[config.mk]
export PLATFORM = sky130hd
export DESIGN_NAME = tpt_top
export DESIGN_NICKNAME = d
export VERILOG_FILES = /design/src/rtl/tpt_pkg.sv /design/src/rtl/tpt_prescaler.sv /design/src/rtl/tpt_counter.sv /design/src/rtl/tpt_postscaler.sv /design/src/rtl/tpt_top.sv
export SDC_FILE = /design/constraint.sdc
export NUM_CORES = 1
export LEC_CHECK = 0
export CAP_MARGIN = 15
export CORE_MARGIN = 2
export CORE_UTILIZATION = 30
export DETAILED_ROUTE_END_ITERATION = 16
export DONT_BUFFER_PORTS = 1
export PLACE_DENSITY = 0.55
export SYNTH_ARGS = -nofsm -noshare
export SYNTH_HDL_FRONTEND = slang
export SYNTH_SLANG_ARGS = --single-unit
[constraint.sdc]
create_clock -name clk -period 4.5 [get_ports clk]
set_input_delay 1.35 -clock clk [delete_from_list [all_inputs] [get_ports clk]]
set_output_delay 1.35 -clock clk [all_outputs]
set_load 0.05 [all_outputs]
[src/rtl/tpt_pkg.sv]
// Package: shared widths and register addresses for the period-match timer.
// Assumes a 2-bit register address space with four byte-wide registers.
package tpt_pkg;
    localparam int CNT_W     = 8;
    localparam int PRE_SEL_W = 2;
    localparam int POST_W    = 4;
    localparam int ADDR_W    = 2;
    // Each prescale code step multiplies the ratio by four (two bits).
    localparam int PRE_W     = 2 * ((1 << PRE_SEL_W) - 1);

    typedef enum logic [ADDR_W-1:0] {
        A_COUNT  = 2'd0,
        A_PERIOD = 2'd1,
        A_CTRL   = 2'd2,
        A_STATUS = 2'd3
    } reg_addr_e;
endpackage

[src/rtl/tpt_prescaler.sv]
// Module: clock-to-tick divider. Emits a one-clock tick once every 4^sel
// enabled clocks. Assumes sel only changes together with clr.
module tpt_prescaler #(
    parameter int SEL_W = 2,
    parameter int W     = 2 * ((1 << SEL_W) - 1)
) (
    input  logic             clk,
    input  logic             rst_n,
    input  logic             en,
    input  logic             clr,
    input  logic [SEL_W-1:0] sel,
    output logic             tick
);
    logic [W-1:0] cnt_q;
    logic [W-1:0] limit;

    // Last count value before the tick for the selected ratio.
    always_comb limit = W'((32'd1 << (32'(sel) * 2)) - 32'd1);

    assign tick = en && !clr && (cnt_q == limit);

    // Divider counter: cleared on reset or clear, wraps at the limit.
    always_ff @(posedge clk) begin
        if (!rst_n || clr)  cnt_q <= '0;
        else if (en)        cnt_q <= tick ? '0 : cnt_q + 1'b1;
    end

    AST_PRE_IN_RANGE: assert property (@(posedge clk) disable iff (!rst_n)
        !clr |-> cnt_q <= limit);
    AST_PRE_HOLD: assert property (@(posedge clk) disable iff (!rst_n)
        (!en && !clr) |=> $stable(cnt_q));
endmodule

[src/rtl/tpt_counter.sv]
// Module: the timer count register and period compare. It loads on a
// software write and returns to zero on the tick after reaching the period.
// Assumes tick is already suppressed during a load.
module tpt_counter #(
    parameter int W = 8
) (
    input  logic         clk,
    input  logic         rst_n,
    input  logic         tick,
    input  logic         load,
    input  logic [W-1:0] load_val,
    input  logic [W-1:0] period,
    output logic [W-1:0] count,
    output logic         match_now,
    output logic         match_q
);
    assign match_now = tick && (count == period);

    // Count register: load beats tick; match returns to zero, else step.
    always_ff @(posedge clk) begin
        if (!rst_n)          count <= '0;
        else if (load)       count <= load_val;
        else if (match_now)  count <= '0;
        else if (tick)       count <= count + 1'b1;
    end

    // Registered strobe aligned with the count returning to zero.
    always_ff @(posedge clk) begin
        if (!rst_n) match_q <= 1'b0;
        else        match_q <= match_now && !load;
    end

    AST_MATCH_AT_ZERO: assert property (@(posedge clk) disable iff (!rst_n)
        match_q |-> count == '0);
    AST_RESTART_ZERO: assert property (@(posedge clk) disable iff (!rst_n)
        (tick && !load && count == period) |=> count == '0);
    AST_STEP_UP: assert property (@(posedge clk) disable iff (!rst_n)
        (tick && !load && count != period) |=> count == $past(count) + 1'b1);
endmodule

[src/rtl/tpt_postscaler.sv]
// Module: counts match events and fires on every (ratio+1)-th one.
// Assumes ratio only changes together with clr.
module tpt_postscaler #(
    parameter int W = 4
) (
    input  logic         clk,
    input  logic         rst_n,
    input  logic         clr,
    input  logic         evt,
    input  logic [W-1:0] ratio,
    output logic         fire
);
    logic [W-1:0] cnt_q;

    assign fire = evt && !clr && (cnt_q == ratio);

    // Event counter: cleared on reset or clear, wraps when it fires.
    always_ff @(posedge clk) begin
        if (!rst_n || clr)  cnt_q <= '0;
        else if (evt)       cnt_q <= fire ? '0 : cnt_q + 1'b1;
    end

    AST_POST_IN_RANGE: assert property (@(posedge clk) disable iff (!rst_n)
        !clr |-> cnt_q <= ratio);
endmodule

[src/rtl/tpt_top.sv]
// Module: period-match interval timer with register port. Holds the
// period, control byte and sticky flag, and wires the prescaler, counter
// and postscaler. Assumes one register write per clock at most.
module tpt_top
    import tpt_pkg::*;
(
    input  logic              clk,
    input  logic              rst_n,
    input  logic              wr_en,
    input  logic [ADDR_W-1:0] wr_addr,
    input  logic [CNT_W-1:0]  wr_data,
    input  logic [ADDR_W-1:0] rd_addr,
    output logic [CNT_W-1:0]  rd_data,
    output logic              match_o,
    output logic              irq_o
);
    localparam int CTRL_W = 1 + PRE_SEL_W + POST_W;

    logic [CNT_W-1:0]     period_q;
    logic [CTRL_W-1:0]    ctrl_q;
    logic                 flag_q;
    logic                 en;
    logic [PRE_SEL_W-1:0] pre_sel;
    logic [POST_W-1:0]    post_ratio;
    logic                 wr_count, wr_ctrl, wr_period, clr_flag, scalers_clr;
    logic                 tick, match_now, fire;
    logic [CNT_W-1:0]     count;

    assign en          = ctrl_q[0];
    assign pre_sel     = ctrl_q[PRE_SEL_W:1];
    assign post_ratio  = ctrl_q[CTRL_W-1:PRE_SEL_W+1];
    assign wr_count    = wr_en && (wr_addr == A_COUNT);
    assign wr_period   = wr_en && (wr_addr == A_PERIOD);
    assign wr_ctrl     = wr_en && (wr_addr == A_CTRL);
    assign clr_flag    = wr_en && (wr_addr == A_STATUS) && wr_data[0];
    assign scalers_clr = wr_count || wr_ctrl;

    // Period and control registers written from the register port.
    always_ff @(posedge clk) begin
        if (!rst_n) begin
            period_q <= '1;
            ctrl_q   <= '0;
        end else begin
            if (wr_period) period_q <= wr_data;
            if (wr_ctrl)   ctrl_q   <= wr_data[CTRL_W-1:0];
        end
    end

    // Sticky interrupt flag: a set in the same clock beats a clear.
    always_ff @(posedge clk) begin
        if (!rst_n)        flag_q <= 1'b0;
        else if (fire)     flag_q <= 1'b1;
        else if (clr_flag) flag_q <= 1'b0;
    end

    tpt_prescaler #(.SEL_W(PRE_SEL_W), .W(PRE_W)) u_pre (
        .clk(clk), .rst_n(rst_n), .en(en), .clr(scalers_clr),
        .sel(pre_sel), .tick(tick)
    );

    tpt_counter #(.W(CNT_W)) u_cnt (
        .clk(clk), .rst_n(rst_n), .tick(tick), .load(wr_count),
        .load_val(wr_data), .period(period_q), .count(count),
        .match_now(match_now), .match_q(match_o)
    );

    tpt_postscaler #(.W(POST_W)) u_post (
        .clk(clk), .rst_n(rst_n), .clr(scalers_clr), .evt(match_now),
        .ratio(post_ratio), .fire(fire)
    );

    // Read multiplexer for the four registers.
    always_comb begin
        unique case (rd_addr)
            A_COUNT:  rd_data = count;
            A_PERIOD: rd_data = period_q;
            A_CTRL:   rd_data = CNT_W'(ctrl_q);
            default:  rd_data = CNT_W'(flag_q);
        endcase
    end

    assign irq_o = flag_q;

    AST_FLAG_STICKY: assert property (@(posedge clk) disable iff (!rst_n)
        (irq_o && !clr_flag) |=> irq_o);
    AST_SET_WINS: assert property (@(posedge clk) disable iff (!rst_n)
        fire |=> irq_o);
    AST_HOLD_DISABLED: assert property (@(posedge clk) disable iff (!rst_n)
        (!en && !wr_count) |=> ($stable(count) && !match_o));
    AST_WRITE_LOADS: assert property (@(posedge clk) disable iff (!rst_n)
        wr_count |=> count == $past(wr_data));
endmodule

==> summary by stage <==
Clocking
The post-CTS clock slew at the launch and capture registers of the worst setup and hold paths is approximately 0.080 ns. TritonCTS built the clock tree. The total number of clock tree sinks is 35. The number of buffers inserted by post-CTS setup repair is 0.

The total CTS buffers is 5. The worst-skew pair later-pin latency is 0.29 ns. The buffer levels on the longest clock path is 2.

The maximum level of the CTS H-tree is 2. Hold repair after CTS inserted 0 buffers. In this run, post-CTS repair resized a total of 0 instances.

Clock tree synthesis selected as its root buffer the cell clkbuf_8.

Pwr
In this run the power density over the cells is slightly above 300 nW/um2. The worst-case IR drop observed on VDD is 0.159 mV. The cell leakage power is about 0.7 nW.

Synth
The main combinational cell family by area after synthesis is simple AND/OR/NAND/NOR gates. After synthesis, the mean cell area works out to between 7 and 8 um2. The top cell type's share of synthesized area is 0.359. The synthesized area is slightly below 2000 um2. The number of distinct library cells after synthesis is 39. Sorting the synthesized cells by area gives the leading types as dfxtp_1, nand2_1, nand3_1. Of the total synthesized cell area, the portion taken by full adders, half adders and majority gates is 0.0257.

The biggest area consumer among synthesized cells is dfxtp_1. The area fraction in and, or, nand and nor cells after synthesis is 0.293. The post-synthesis compound-gate area fraction is 0.157. The number of synthesized register bits is 35. Of the total synthesized cell area, the portion taken by XOR and XNOR cells is 0.0808.

The portion of synthesized area spent on multiplexers is 0.0526. The number of cells produced by synthesis is between 200 and 300. The number of nets produced by synthesis is about 270. The count of synthesis-stage warnings from yosys is 0. For this run, the register share of the synthesized area comes to 0.359.

Critical path
In this design, the largest share of critical-path delay is due to compound AO/OA/AOI/OAI gates. The endpoint type of the worst setup path is a primary output. For the worst setup path, the data arrival time is 2.38 ns. Counting buffers and inverters, the worst setup path is 3 cells deep. The number of cells on the worst reg-to-reg path is 7. Traced cell by cell, the critical path runs through nor2b_1 -> nand2_1 -> o21ai_1. The maximum fanout encountered on the critical timing path is 9. The count of buffering cells on the critical path with inverters included is 0. The delay of the slowest cell on the worst path is ~0.53 ns. The critical path data required time is approximately 3.2 ns. The worst setup path is launched from a primary input. On the critical path, the stage with the largest delay is an instance of o21ai_1. The startpoint-to-endpoint class of the critical path is primary input to primary output.

STA
The number of hold violations in the final report is 0. The actual transition at the worst max-transition pin is 0.970 ns. The worst hold-check slack is just under 0.5 ns. Across the routed clock network, the largest skew measured is between 0.01 and 0.015 ns. In this run the tightest slew margin relative to its limit is 0.349. The final-report max-slew violation count came to 0.

Setup violations remaining at the end of the flow were counted as 0. The minimum clock period is 3.73 ns. Setup repair after global routing left no endpoint under its margin. The final total negative setup slack is 0 ns.

Of the available clock period, the critical path in the final layout requires 0.830. Static timing analysis puts the maximum clock frequency at roughly 270 MHz.

Final layout
The library cells used most frequently in the layout, excluding fill and tap cells, are nand2_1, dfxtp_1, nand3_1. The layout cell share with drive strength beyond 1 is 0.0732. 0 antenna diodes ended up in the layout. The library cell used most frequently in the layout, excluding fill and tap cells, is nand2_1.

From synthesis to final layout, the design area changed by 7.44%. The final-stage net count is about 270. The summed area of non-filler cells in the final layout is 2100 um2.

GRT
For this run, the total global-route usage over all layers was measured as 0.161. The first global-routing pass estimated a little over 9000 um of wire. The initial antenna violation count was 0.

The pin count of the biggest net entering global routing is 19. After global routing the overflow that remains totals 0. The via count of the first global-routing pass is around 1800.

Die
The overall die width is between 80 and 90 um. The floorplan step defined a die boundary enclosing between 7000 and 8000 um2. The site row count is 29.

The die extent in y is roughly 85 um. The core region is around 6300 um2. In this run the count of I/O pins placed on the die edge is 25. The initial core utilization is 0.309.

Placed design
Summed over all nets, the half-perimeter wirelength after detailed placement is 3920 um. The total of buffers placed on input and output ports is 0. The final weighted congestion of routability-driven global placement is just over 0.8. In this run the cell area measured after placement is around 2000 um2.

Detailed routing
The post-detailed-route wirelength per cell is approximately 17 um. Using the TritonRoute via totals, the vias-per-cell ratio works out to ~5.4. After detailed routing, the number of remaining DRC violations is 0. The number of violations reported at the end of detailed-routing iteration 0 is between 70 and 80. Summing over every cut layer, the via total after detailed routing is about 1800. Once detail routing completed, the nets flagged for antenna violations numbered 0.

For this run, the detailed router's first-pass iteration total came to 4. The total wire length is 5480 um.

Worst hold path
The min-delay analysis places its worst path in the category flop to flop. The worst hold path passes through 2 cells.

Status
The run finished with clean final reports.

Run
Across the run, the number of max-cap violations was 0.
[layer usage]
metal / vias to the layer above / track usage / routed length, um
met1: 835 / 0.202 / 2440
met5: - / 0 / 0
met4: 0 / 0.0606 / 102
met3: 10 / 0.0472 / 280
met2: 44 / 0.261 / 2650
li1: 868 / - / -
[power breakdown]
part           switching [mW]  total (mW)  leakage [nW]  internal, mW
Combinational          0.0516      0.0771         0.388        0.0255
Clock                   0.121       0.241        0.0470         0.120
Sequential             0.0124       0.331         0.284         0.318
Total                   0.185       0.649         0.719         0.464
[Yosys cell counts (all sizes together)]
library cell and number:
a211o 3, a211oi 2, a21o 1, a21oi 12, a221oi 1, a2bb2oi 3
a31oi 5, a32oi 1, and2 2, buf 1, clkbuf 11, clkinv 1
dfxtp 35, ha 4, inv 3, mux2i 8, mux4 1, nand2 51
nand2b 3, nand3 25, nand3b 1, nand4 7, nand4b 1, nor2 15
nor2b 3, nor3 1, o211ai 3, o21ai 9, o221ai 1, o22a 1
o22ai 2, o31a 1, o31ai 1, or2 7, or3 4, or4 2
xnor2 13, xor2 5
[final cells by class]
class / count / area (um2)
clock buffers: 6 / 82.6
clock inverters: 1 / 5.00
fillers: 691 / 4220
inverters: 4 / 15.0
multi-input cells: 199 / 1190
flip-flops and latches: 35 / 701
well taps: 77 / 96.3
repair buffers: 1 / 7.51
[path summary, 6_finish.rpt]
kind               startpoint             end  slack, ns
hold / removal    period_q[6]     period_q[6]       0.50
setup reg to reg    ctrl_q[1]  u_cnt.count[0]       2.19
hold reg to reg   period_q[6]     period_q[6]       0.50
setup / recovery   rd_addr[1]      rd_data[4]       0.77
[flip-flops by register name, indices dropped and copies added, names as in the netlist]
register / cells
u_pre.cnt_q: 6
irq_o: 1
u_cnt.count: 8
u_cnt.match_q: 1
u_post.cnt_q: 4
period_q: 8
ctrl_q: 7
[worst min-delay path, cell delays in order (launching register included)]
cell	delay, ns
dfxtp_1	0.33
nand2_1	0.06
nand3_1	0.06
[cells by family after synthesis]
family                     after synthesis
xor gates and xnor gates                18
DFF                                     35
AOI/OAI and AO/OA                       46
adders and majority gates                4
buffers and inverters                   16
muxes                                    9
and+or+nand+nor                        122
[per-stage QoR]
stage / std cells / worst slack [ns] / utilization / power (mW)
4_1_cts: 323 / 0.776 / 0.332 / 0.653
2_1_floorplan: 250 / 0.207 / - / 0.404
5_1_grt: 323 / 0.702 / 0.332 / 0.674
3_5_place_dp: 316 / 0.776 / 0.318 / 0.415
3_3_place_gp: 316 / 0.815 / 0.318 / 0.414
6_report: 323 / 0.767 / 0.332 / 0.649
(Power assumes the default switching activity.)
